### src/rtl/bus_rescue_pkg.sv
package bus_rescue_pkg;

    typedef enum logic [2:0] {
        RS_IDLE,
        RS_HIGH,
        RS_LOW,
        RS_SETUP,
        RS_HOLD
    } rs_state_e;

    typedef struct packed {
        rs_state_e state;
        logic      park;
        logic      done;
        logic      fail;
    } rs_regs_t;

    function automatic int unsigned max2(input int unsigned a, input int unsigned b);
        return (a > b) ? a : b;
    endfunction

endpackage

### src/rtl/bus_rescue_timer.sv
module bus_rescue_timer #(
    parameter int unsigned W = 8
) (
    input  logic         clk_i,
    input  logic         rst_ni,
    input  logic         clear_i,
    input  logic [W-1:0] limit_i,
    output logic         last_o
);

    logic [W-1:0] cnt_d, cnt_q;

    assign last_o = (cnt_q == limit_i);

    always_comb begin
        cnt_d = cnt_q + 1'b1;
        if (clear_i || last_o) begin
            cnt_d = '0;
        end
    end

    always_ff @(posedge clk_i or negedge rst_ni) begin
        if (!rst_ni) begin
            cnt_q <= '0;
        end else begin
            cnt_q <= cnt_d;
        end
    end

endmodule

### src/rtl/bus_rescue_pulse_ctr.sv
module bus_rescue_pulse_ctr #(
    parameter int unsigned MAX_PULSES = 9
) (
    input  logic clk_i,
    input  logic rst_ni,
    input  logic clear_i,
    input  logic incr_i,
    output logic at_max_o
);

    localparam int unsigned CW = $clog2(MAX_PULSES + 1);
    localparam logic [CW-1:0] CNT_MAX = CW'(MAX_PULSES);

    logic [CW-1:0] cnt_d, cnt_q;

    assign at_max_o = (cnt_q == CNT_MAX);

    always_comb begin
        cnt_d = cnt_q;
        if (clear_i) begin
            cnt_d = '0;
        end else if (incr_i && !at_max_o) begin
            cnt_d = cnt_q + 1'b1;
        end
    end

    always_ff @(posedge clk_i or negedge rst_ni) begin
        if (!rst_ni) begin
            cnt_q <= '0;
        end else begin
            cnt_q <= cnt_d;
        end
    end

endmodule

### src/rtl/bus_rescue.sv
module bus_rescue #(
    parameter int unsigned T_HIGH     = 200,
    parameter int unsigned T_LOW      = 235,
    parameter int unsigned T_SU_STA   = 235,
    parameter int unsigned T_HD_STA   = 200,
    parameter int unsigned MAX_PULSES = 9
) (
    input  logic clk_i,
    input  logic rst_ni,
    input  logic recover_i,
    input  logic sda_i,
    output logic scl_oe_o,
    output logic sda_oe_o,
    output logic done_o,
    output logic fail_o
);
    import bus_rescue_pkg::*;

    localparam int unsigned TMAX = max2(max2(T_HIGH, T_LOW), max2(T_SU_STA, T_HD_STA));
    localparam int unsigned TW   = $clog2(TMAX + 1);
    localparam logic [TW-1:0] LIM_HIGH  = TW'(T_HIGH - 1);
    localparam logic [TW-1:0] LIM_LOW   = TW'(T_LOW - 1);
    localparam logic [TW-1:0] LIM_SETUP = TW'(T_SU_STA - 1);
    localparam logic [TW-1:0] LIM_HOLD  = TW'(T_HD_STA - 1);

    rs_regs_t      r_d, r_q;
    logic          tmr_clear, tmr_last;
    logic [TW-1:0] tmr_limit;
    logic          pc_clear, pc_incr, pc_at_max;

    bus_rescue_timer #(.W(TW)) u_timer (
        .clk_i   (clk_i),
        .rst_ni  (rst_ni),
        .clear_i (tmr_clear),
        .limit_i (tmr_limit),
        .last_o  (tmr_last)
    );

    bus_rescue_pulse_ctr #(.MAX_PULSES(MAX_PULSES)) u_pulses (
        .clk_i    (clk_i),
        .rst_ni   (rst_ni),
        .clear_i  (pc_clear),
        .incr_i   (pc_incr),
        .at_max_o (pc_at_max)
    );

    always_comb begin
        r_d       = r_q;
        r_d.done  = 1'b0;
        r_d.fail  = 1'b0;
        tmr_clear = 1'b0;
        tmr_limit = LIM_HIGH;
        pc_clear  = 1'b0;
        pc_incr   = 1'b0;
        unique case (r_q.state)
            RS_IDLE: begin
                tmr_clear = 1'b1;
                pc_clear  = 1'b1;
                if (recover_i) begin
                    r_d.state = RS_HIGH;
                    r_d.park  = 1'b0;
                end
            end
            RS_HIGH: begin
                tmr_limit = LIM_HIGH;
                if (tmr_last) begin
                    if (sda_i) begin
                        r_d.state = RS_SETUP;
                    end else if (pc_at_max) begin
                        r_d.state = RS_IDLE;
                        r_d.fail  = 1'b1;
                    end else begin
                        r_d.state = RS_LOW;
                        pc_incr   = 1'b1;
                    end
                end
            end
            RS_LOW: begin
                tmr_limit = LIM_LOW;
                if (tmr_last) begin
                    r_d.state = RS_HIGH;
                end
            end
            RS_SETUP: begin
                tmr_limit = LIM_SETUP;
                if (tmr_last) begin
                    r_d.state = RS_HOLD;
                end
            end
            RS_HOLD: begin
                tmr_limit = LIM_HOLD;
                if (tmr_last) begin
                    r_d.state = RS_IDLE;
                    r_d.park  = 1'b1;
                    r_d.done  = 1'b1;
                end
            end
            default: begin
                r_d.state = RS_IDLE;
                r_d.park  = 1'b0;
            end
        endcase
    end

    always_ff @(posedge clk_i or negedge rst_ni) begin
        if (!rst_ni) begin
            r_q <= '{state: RS_IDLE, park: 1'b0, done: 1'b0, fail: 1'b0};
        end else begin
            r_q <= r_d;
        end
    end

    assign scl_oe_o = (r_q.state == RS_LOW) || ((r_q.state == RS_IDLE) && r_q.park);
    assign sda_oe_o = (r_q.state == RS_HOLD) || ((r_q.state == RS_IDLE) && r_q.park);
    assign done_o   = r_q.done;
    assign fail_o   = r_q.fail;

endmodule

### config.mk
export PLATFORM = sky130hd
export DESIGN_NAME = bus_rescue
export DESIGN_NICKNAME = d
export VERILOG_FILES = /design/src/rtl/bus_rescue_pkg.sv /design/src/rtl/bus_rescue_timer.sv /design/src/rtl/bus_rescue_pulse_ctr.sv /design/src/rtl/bus_rescue.sv
export SDC_FILE = /design/constraint.sdc
export NUM_CORES = 1
export LEC_CHECK = 0
export ABC_AREA = 1
export BUFFER_PORTS_ARGS = -buffer_cell sky130_fd_sc_hd__buf_2
export CORE_MARGIN = 3
export CORE_UTILIZATION = 63
export DETAILED_ROUTE_END_ITERATION = 8
export GPL_TIMING_DRIVEN = 1
export PLACE_DENSITY = 0.85
export SYNTH_ARGS = -nofsm -noshare
export SYNTH_HDL_FRONTEND = slang
export SYNTH_SLANG_ARGS = --single-unit
### constraint.sdc
create_clock -name clk_i -period 3.8 [get_ports clk_i]
set_clock_uncertainty 0.1 [all_clocks]
set_input_delay 0.57 -clock clk_i [delete_from_list [all_inputs] [get_ports clk_i]]
set_output_delay 0.57 -clock clk_i [all_outputs]
set_load 0.005 [all_outputs]
Word level (Yosys, flattened, before mapping)

Index checks and enable logic that the tools add are counted.
W data, S select, Z words.

Add/sub/neg operators: 2
Eq/ne operators: 11
Multiplexer cells: 23
Bitwise logic cells: 1
Reductions and logical operators: 12

Operator list:

| operator              | count |
|---|---|
| $pmux W3 S5           | 1 |
| $mux W3               | 4 |
| $mux W4               | 3 |
| $mux W1               | 10 |
| $add A8 B1 Y8 const B | 1 |
| $eq A8 B8 Y1          | 1 |
| $mux W8               | 1 |
| $ne A2 B1 Y1 const B  | 4 |
| $eq A3 B2 Y1 const B  | 2 |
| $mux W6               | 1 |
| $mux W5               | 1 |
| $reduce_and A5 Y1     | 1 |
| $add A4 B1 Y4 const B | 1 |
| $eq A4 B4 Y1 const B  | 1 |
| $eq A3 B1 Y1 const B  | 1 |
| $eq A3 B3 Y1 const B  | 1 |
| $logic_not A3 Y1      | 1 |
| $logic_or A1 B1 Y1    | 3 |
| $pmux W1 S3           | 1 |
| $reduce_and A3 Y1     | 1 |
| $reduce_or A3 Y1      | 1 |
| $logic_and A1 B1 Y1   | 2 |
| $mux W2               | 1 |
| $ne A2 B2 Y1 const B  | 1 |
| other kinds (4)       | 4 |

Bits in registers: 18
Output and inout port bits: 4
Logic and storage cells: 55

Longest topological paths before layout

Gate-level depths: netlist (run 1).

Depth in word-level cells: 9
Depth in mapped cells: 10
Mapped depth without buffers: 10

Modules after synthesis

Synthesis (run 1) repeated with hierarchy kept, for this count alone.

Cells, all modules: 158
Area, all modules: 1121.1 sq um

Modules (own cells, without submodules):

| module               | times used | cells an instance | area an instance (sq um) |
|---|---|---|---|
| bus_rescue_timer     | 1          | 71                | 514.2 |
| bus_rescue           | 1          | 55                | 369.1 |
| bus_rescue_pulse_ctr | 1          | 32                | 237.7 |

Least setup slack after synthesis (run 1)

Ideal clock, no wire load.

Kind: reg2out
Start point: register r_q[5] in the netlist's numbering
End point: output scl_oe_o
Arrival time: 0.856 ns
Data required time: 3.130 ns
Slack: 2.274 ns
Stages on the path, launching flop included: 3
Path through: dfrtp_1 -> or2_2 -> a21oi_1

Cells in the longest elaborated chain, start to end: 3
Elaborated cells on any way between the ends: 4
Those cells by class: eq/ne (1); reduce/logical (3)

Ends and longest elaborated chain:

| item                   | RTL line          | text |
|---|---|---|
| from (decl)            | bus_rescue.sv:26  | `rs_regs_t r_d, r_q;` |
| from (signal assigned) | bus_rescue.sv:107 | `r_q <= '{state: RS_IDLE, park: 1'b0, done: 1'b0, fail: 1'b0};` |
| from (signal assigned) | bus_rescue.sv:109 | `r_q <= r_d;` |
| $logic_not A3 Y1       | bus_rescue.sv:113 | `assign scl_oe_o = (r_q.state == RS_LOW) \|\| ((r_q.state == RS_IDLE) && r_q.park);` |
| $logic_and A1 B1 Y1    | bus_rescue.sv:113 |  |
| $logic_or A1 B1 Y1 *   | bus_rescue.sv:113 |  |
| to (decl)              | bus_rescue.sv:12  | `output logic scl_oe_o,` |

Mark *: on every way between the ends. The rest lies on a longest branch, timed or not.

Final worst setup path (run 1)

Ends and elaborated chain as after synthesis.

==> results of run 1 <==
==> cell families (layout without fill, tap and decap cells) <==
logic type               Yosys count  in the layout  synth area share (%)
AO/OA/AOI/OAI                     15             15                  7.95
XOR/XNOR                           3              3                  2.29
adder cells (fa/ha/maj)            3              3                  3.27
buffers and inverters             26             37                  8.50
flip-flops                        18             18                  39.2
AND/OR/NAND/NOR                   85             85                  38.8
==> metal layers <==
| metal | global-route usage, % | wire, microns | vias up |
|---|---|---|---|
| met5 | 0 | 0 | - |
| met4 | 9.48 | 27 | 0 |
| met3 | 3.99 | 99 | 2 |
| met2 | 35.1 | 1020 | 21 |
| met1 | 25.9 | 1040 | 441 |
| li1 | - | - | 505 |
==> cells in the final DEF (no fill, tap or decap), types with 2 or more instances in the layout <==
master    instances
nand2_1          28
inv_1            21
nor2_1           18
dfrtp_1          18
nand3_1           8
buf_2             7
a21oi_1           6
inv_2             5
nor2_2            5
nand4_1           5
nand2_2           4
nor3_1            4
xor2_1            3
o21ai_0           3
ha_1              3
clkbuf_4          3
nand2_4           2
nor3b_1           2
nand3_2           2
o21ai_2           2
==> power breakdown <==
group	total [mW]	switching [mW]	internal (mW)
Sequential	0.280	0.0539	0.226
Combinational	0.351	0.231	0.121
Clock	0.120	0.0618	0.0583
Total	0.752	0.346	0.405
==> critical path, stage by stage (launching register included) <==
cell and delay (ns):
dfrtp_1 0.48, or2_2 0.31, a21oi_1 0.11, buf_2 0.12
==> sequential cells by signal, summed over array words and instances (netlist names) <==
name	count
u_pulses.cnt_q	4
u_timer.cnt_q	8
done_o	1
r_q	4
fail_o	1
==> final cells by class <==
type	instances	share of cell area, %
well taps	24	2.40
clock buffers	4	2.90
flip-flops and latches	18	36.0
repair buffers	7	2.80
multi-input cells	106	48.0
inverters	26	7.81
==> how the worst min path moves through the flow <==
stage                       end  slack [ns]
2_1_floorplan            done_o        0.17
3_3_place_gp             r_q[2]        0.36
3_5_place_dp             r_q[2]        0.37
4_1_cts                  r_q[5]         0.1
5_1_grt        u_timer.cnt_q[5]        0.10
6_report                 fail_o        0.09
==> metrics, run 1 <==
vias per inst 5.24; DR WL/cell 11.8 microns; via total after detailed routing 969; drt first pass iters 4; Data required, critical path around 3.1 ns; area growth from synthesis to layout 8.82%; initial antenna violation count 0; Worst Tran Pin Value 0.416 ns; synthesized instance count 150; Power Density 601 mW/mm^2; share of post-route cells with drive strength above 1 ~22%; Hold Path Class in2async; VDD IR-drop max 0.000380 V; H-tree Lvls 1; CTS buffer count 3; Die W around 49 microns; fillers around 120; worst r2r src r_q[4]; Starting Density 71.3%; Synth Register Bits 18; crit path DAT ~1.3 ns; row cnt 14; CP Max Fanout 6; Most used DFF post-synth dfrtp_1; Fmax achieved 504 MHz; synth unique cells 29; Setup violations, final 0; post-synth top area cell dfrtp_1; Placed Area 0.00121 sq mm; Slew HR 72.3%; multi-input logic area 601 sq um; NumNets Final 169; die height 48.7 microns; count leader, synth nand2_1; post-route ant nets 0; post-route setup slack 1.82 ns; first-pass GRT wire length 3820 microns; leak pwr 0.638 nW; Final Cell Area 0.00125 sq mm; Hold Buf Count CTS 0; post-CTS resize count 0; Startpoint Class flop; CTS Root Cell clkbuf_4; Worst-Skew Late Latency 0.29 ns; Final Critical Period roughly 2.0 ns; FF+latch area 450 sq um; Port Buf Inserts 7; syn_area_per_cell 7.66 sq um; Final Hold Viols 0; CP endpoint scl_oe_o; total wire length 2180 microns; status finished clean; unrepaired setup endpoints after global routing no; setup TNS 0 ns; Placed Cells approximately 180; core area ~0.0016 sq mm; number of synthesized flops with an enable pin 0; placer congestion estimate 0.844; top cell type's share of synthesized area between 30% and 40%; I/O pin count 8; dpl ws 2.16 ns; maximum number of pins on one net before global-route repair 19; CTS Sinks 18; post-synth net total around 160; critical path launch point r_q[5]; final worst-path cycle share a little over half; Clk pin slew, worst setup/hold paths 0.11 ns; area of the die 0.00237 sq mm; total of max-cap violations 0; Overall Power 752 uW; setup slack, reg-to-reg 2.16 ns; Core Util, Final 77.6%; DR DRC count 0; total global routing overflow 0; Non-Filler Instances approximately 190; Overall Global Routing Usage 20.9%; ys async rst share 100%; Syn Std Cell Area 0.00115 sq mm; Longest Clk Path Bufs 2; count of pins over their slew limit 0; WHS 0.0904 ns; post-DP HPWL 1690 microns; CTS tree built; Worst Reg2Reg Path Length in Cells 8; Worst setup EP type primary output; Syn. warnings 0; Initial DRC Count 35; Synth area leaders dfrtp_1 (39%), nand2_1 (9.2%), inv_1 (6.9%); top cells by count, synth nand2_1 (28), inv_1 (21), dfrtp_1 (18), nor2_1 (18), nand3_1 (8); critical register-to-register path endpoint r_q[4]; Antenna diodes 0; Post-CTS Setup Inserts 0; Crit Path Category reg2out; number of global-route vias before repair 917; Seq/Total Area, Yosys 39.2%
Note: power is estimated with default switching activity, not from simulation.
==> inputs of run 2 (changes only) <==
- CORE_UTILIZATION: 63 -> 53
- PLACE_DENSITY: 0.85 -> 0.76
- clock period: 3.8 -> 1.7 ns (I/O delays scaled with it)
==> run 2 against run 1 <==
Net effect:
- sequential share of layout area shrank 0.58 points
- critical endpoint unchanged
- clock power rose by 81%
- critical path depth did not move
- cell area increased by 2.2%
==> metrics, run 2 (synthesis results as in run 1) <==
multi-input logic area 611 sq um; post-route ant nets 0; Worst-Skew Late Latency 0.30 ns; die height 52.6 microns; Final Hold Viols 0; Placed Area 0.00122 sq mm; core area about 0.002 sq mm; Starting Density between 50% and 60%; WHS Path Cells 4; Longest Clk Path Bufs 2; Initial DRC Count 35; initial antenna violation count 0; Clk pin slew, worst setup/hold paths around 0.090 ns; area of the die 0.00276 sq mm; Non-Filler Instances 190; vias per inst 5.08; count of pins over their slew limit 0; post-route setup slack 0.0584 ns; Setup violations, final 0; Worst Tran Pin Value around 0.42 ns; largest register by flop count u_timer.cnt_q; total global routing overflow 0; Worst Reg2Reg Path Length in Cells 8; status finished clean; number of global-route vias before repair 917; H-tree Lvls 1; NumNets Final about 170; share of post-route cells with drive strength above 1 24.5%; first-pass GRT wire length 3930 microns; Core Util, Final approximately 64%; total wire length around 2200 microns; biggest registers after layout u_timer.cnt_q: 8 flops, r_q: 4 flops, u_pulses.cnt_q: 4 flops; Crit Path Category reg2out; area growth from synthesis to layout 11.2%; Antenna diodes 0; placer congestion estimate 0.807; Hold Path Class in2reg; CP Max Fanout 4; HP Start sda_i; maximum number of pins on one net before global-route repair 19; Fmax achieved 609 MHz; total of max-cap violations 0; critical path launch point r_q[3]; I/O pin count 8; crit path DAT 1.29 ns; slowest CP cell dfrtp_1; WHS 0.205 ns; CTS buffer count 3; CTS Root Cell clkbuf_4; Overall Global Routing Usage between 10% and 20%; drt first pass iters 4; Overall Power 1.68 mW; post-DP HPWL 1660 microns; final worst-path cycle share 96.6%; DR WL/cell 11.5 microns; via total after detailed routing between 900 and 1000; commonest non-fill, non-tap cells in the layout nand2_1 (28), inv_1 (21), nor2_1 (18); Final Critical Period 1.64 ns; flip-flop count of the largest register after layout 8; Die W 52.6 microns; crit-path cells or2_2 > a21oi_1 > buf_2; DR DRC count 0; CTS tree built; Worst setup EP type primary output; Placed Cells around 180; most common cell after layout, fill and taps aside nand2_1; CTS Sinks 18; Data required, critical path 1.34 ns; Startpoint Class flop; setup TNS 0 ns; Port Buf Inserts 7; Final Cell Area 0.00128 sq mm; leak pwr 0.646 nW; unrepaired setup endpoints after global routing no; VDD IR-drop max 0.000799 V; worst r2r src r_q[4]; Slew HR 71.9%; FF+latch area 453 sq um; row cnt 16; dpl ws 0.138 ns; worst stage delay on the critical path 0.43 ns; fillers 176; Power Density 1310 mW/mm^2
==> run 2: changes by cell type in the layout (fill, tap and decap cells not counted) <==
cell           change
dfrtp_2            +2
nand3_1            -1
dlygate4sd3_1      +1
clkbuf_8           -1
nor2_2             -1
buf_4              +2
nor2_4             +1
nand3_2            +1
dfrtp_1            -2
==> run 2: path summary, 6_finish.rpt <==
path | slack, ns | to
min in group asynchronous | 0.29 | u_timer.cnt_q[5]
worst max-delay path | 0.06 | scl_oe_o
worst max register to register | 0.16 | r_q[4]
worst min-delay path | 0.20 | fail_o
max in group asynchronous | 0.89 | u_timer.cnt_q[0]
worst min register to register | 0.41 | r_q[2]
==> run 2: timing repair <==
action | CTS | global route
hold buffers | 1 | 0
buffers inserted | 0 | 2
gates resized for setup | 0 | 4
endpoints found under the setup margin | 0 | 6
endpoints found under the hold margin | 18 | 0
==> run 2: area by class of cell <==
cell class / count / share of cell area [%]
inverters: 26 / 7.64
multi-input cells: 106 / 47.8
flip-flops and latches: 18 / 35.5
clock buffers: 3 / 1.76
well taps: 27 / 2.64
repair buffers: 10 / 4.70
==> run 2: per-layer routing <==
metal / vias to the layer above / GRT usage [%] / part of all wire (%)
met5: - / 0 / 0
met1: 432 / 26.7 / 50
met3: 5 / 3.42 / 2.9
li1: 511 / - / -
met4: 0 / 8.94 / 2.2
met2: 17 / 28.9 / 45
==> run 2: report_power, final <==
group | internal, mW | switching [mW]
clock | 0.0828 | 0.134
combinational | 0.300 | 0.536
sequential | 0.511 | 0.112
==> run 2: worst max-delay path: cells and delay by family, from the launching register on <==
| kind | cells | cell delay, ns |
|---|---|---|
| compound gates | 1 | 0.12 |
| buf+inv | 1 | 0.12 |
| flops | 1 | 0.43 |
| simple gates | 1 | 0.33 |
==> inputs of run 3 (changes only) <==
- BUFFER_PORTS_ARGS: -buffer_cell sky130_fd_sc_hd__buf_2 -> not set
- CORE_UTILIZATION: 53 -> 55
- DONT_BUFFER_PORTS: not set -> 1
- PLACE_DENSITY: 0.76 -> 0.75
==> run 3 against run 2 <==
Net effect:
- cell area down 3.5%
- setup slack better by 0.035 ns
- sequential share of layout area up 1.1 points
- routed wire length up 3.6%
- largest cell class unchanged
- global-route usage up 0.17 points
- die area down 3.2%
- first-iteration DRC count down 40%
- sequential cell count unchanged
==> metrics, run 3 (synthesis results as in run 1) <==
Worst Tran Pin Value 0.808 ns; CP Max Fanout 6; fillers 171; post-DP HPWL 1730 microns; Startpoint Class flop; Clk pin slew, worst setup/hold paths 0.10 ns; row cnt 15; commonest non-fill, non-tap cells in the layout nand2_1 (28), inv_1 (21), nor2_1 (18), dfrtp_1 (18), nand3_1 (8); total wire length 2270 microns; largest register by flop count u_timer.cnt_q; area of the die ~0.0027 sq mm; Non-Filler Instances 181; share of post-route cells with drive strength above 1 19.2%; CTS Root Cell clkbuf_4; Psw 756 uW; Worst setup EP type primary output; Crit Path Category reg2out; NumNets Final between 150 and 200; CTS tree built; Initial DRC Count 21; Fmax achieved about 620 MHz; DR DRC count 0; count of pins over their slew limit 0; I/O pin count 8; Final Critical Period 1.61 ns; Overall Power 1.61 mW; biggest registers after layout u_timer.cnt_q: 8 flops, r_q: 4 flops, u_pulses.cnt_q: 4 flops; Clock power frac 13.1%; via total after detailed routing just under 1000; Slew HR 46.0%; drt first pass iters 4; Antenna diodes 0; Int Power 852 uW; leak pwr 0.612 nW; switching share of power about 47%; status finished clean; Power Density 1310 mW/mm^2; first-pass GRT wire length 3860 microns; core area 0.00184 sq mm; Worst Path Buf+Inv 0; CTS Sinks 18; Comb pwr share roughly 48%; post-route ant nets 0; CTS buffer count 3; Placed Cells 175; placer congestion estimate between 0.8 and 0.9; unrepaired setup endpoints after global routing no; maximum number of pins on one net before global-route repair 19; Final Hold Viols 0; VDD IR-drop max ~0.00067 V; WHS around 0.12 ns; Starting Density 62.4%; DR WL/cell 12.5 microns; H-tree Lvls 1; initial antenna violation count 0; flip-flop count of the largest register after layout 8; Longest Clk Path Bufs 2; slowest CP cell dfrtp_1; Port Buf Inserts 0; final worst-path cycle share a little over nine tenths; number of global-route vias before repair 932; Sequential Power Share between 30% and 40%; Die W 51.7 microns; total global routing overflow 0; total of max-cap violations 0; Worst-Skew Late Latency 0.29 ns; worst stage delay on the critical path 0.48 ns; Top delay family on crit path flip-flops; setup TNS 0 ns; area growth from synthesis to layout 7.30%; Hold Path Class in2reg; Setup violations, final 0; most common cell after layout, fill and taps aside nand2_1; crit-path cells or2_2 > a21oi_1; crit path DAT 1.25 ns; Overall Global Routing Usage between 10% and 20%; die height 51.7 microns; vias per inst about 5.4; Data required, critical path 1.34 ns
run 3: changes by cell type in the layout (fill, tap and decap cells not counted):
cell	delta
dfrtp_2	-2
nand3_2	-1
nand3_1	+1
o21ai_1	+1
dfrtp_1	+2
o21ai_0	-1
buf_2	-7
run 3: power groups by stage:
stage | registers (mW) | logic (mW) | clock network [mW]
CTS | 0.621 | 0.773 | 0.219
floorplan | 0.601 | 0.640 | 0
global route | 0.633 | 0.893 | 0.231
detailed placement | 0.630 | 0.759 | 0
global placement | 0.624 | 0.732 | 0
finish | 0.622 | 0.775 | 0.211
run 3: area by class of cell:
cell class	instances	area (sq um)	share of cell area, %
clock buffers	3	22.5	1.83
inverters	26	97.6	7.92
multi-input cells	106	606	49.1
flip-flops and latches	18	450	36.5
well taps	25	31.3	2.54
repair buffers	3	25.0	2.03
run 3: repair_timing:
item / 4_1_cts / 5_1_grt
hold buffers: 1 / 0
endpoints found under the setup margin: 0 / 3
resized for setup: 0 / 2
buffers inserted: 0 / 2
hold endpoints to repair: 18 / 0
run 3: worst register-to-register path, cell delays in order (launching register included):
cell and delay [ns]:
dfrtp_1 0.48, inv_2 0.14, nand3_1 0.20, nor2_4 0.17, inv_1 0.06, nor2_2 0.13, nand3_1 0.09, nand2_1 0.08
nor2_1 0.04
run 3: through the flow:
step,cell area (sq um),worst slack [ns],util (%)
final,1230,0.0933,67.0
after global routing,1230,0.00442,67.0
after CTS,1210,0.0923,65.9
after detailed placement,1180,0.134,64.1
after global placement,1180,0.123,64.1
after floorplan,1150,0.291,-
run 3: path summary, 6_finish.rpt:
kind	start	to	slack [ns]	depth (start not counted)
max in group asynchronous	rst_ni	u_timer.cnt_q[0]	0.61	1
max reg2reg	r_q[5]	u_pulses.cnt_q[3]	0.11	8
min in group asynchronous	rst_ni	r_q[5]	0.39	1
max	r_q[5]	scl_oe_o	0.09	2
min reg2reg	r_q[2]	r_q[2]	0.40	2
min	recover_i	r_q[2]	0.12	3
run 3: routing by layer:
layer  vias to the layer above  GRT usage (%)  part of all wire (%)
met1                       452           23.3                    47
li1                        494              -                     -
met3                         5           2.87                   3.1
met5                         -              0                     0
met2                        22           33.7                    48
met4                         0           9.61                   2.0
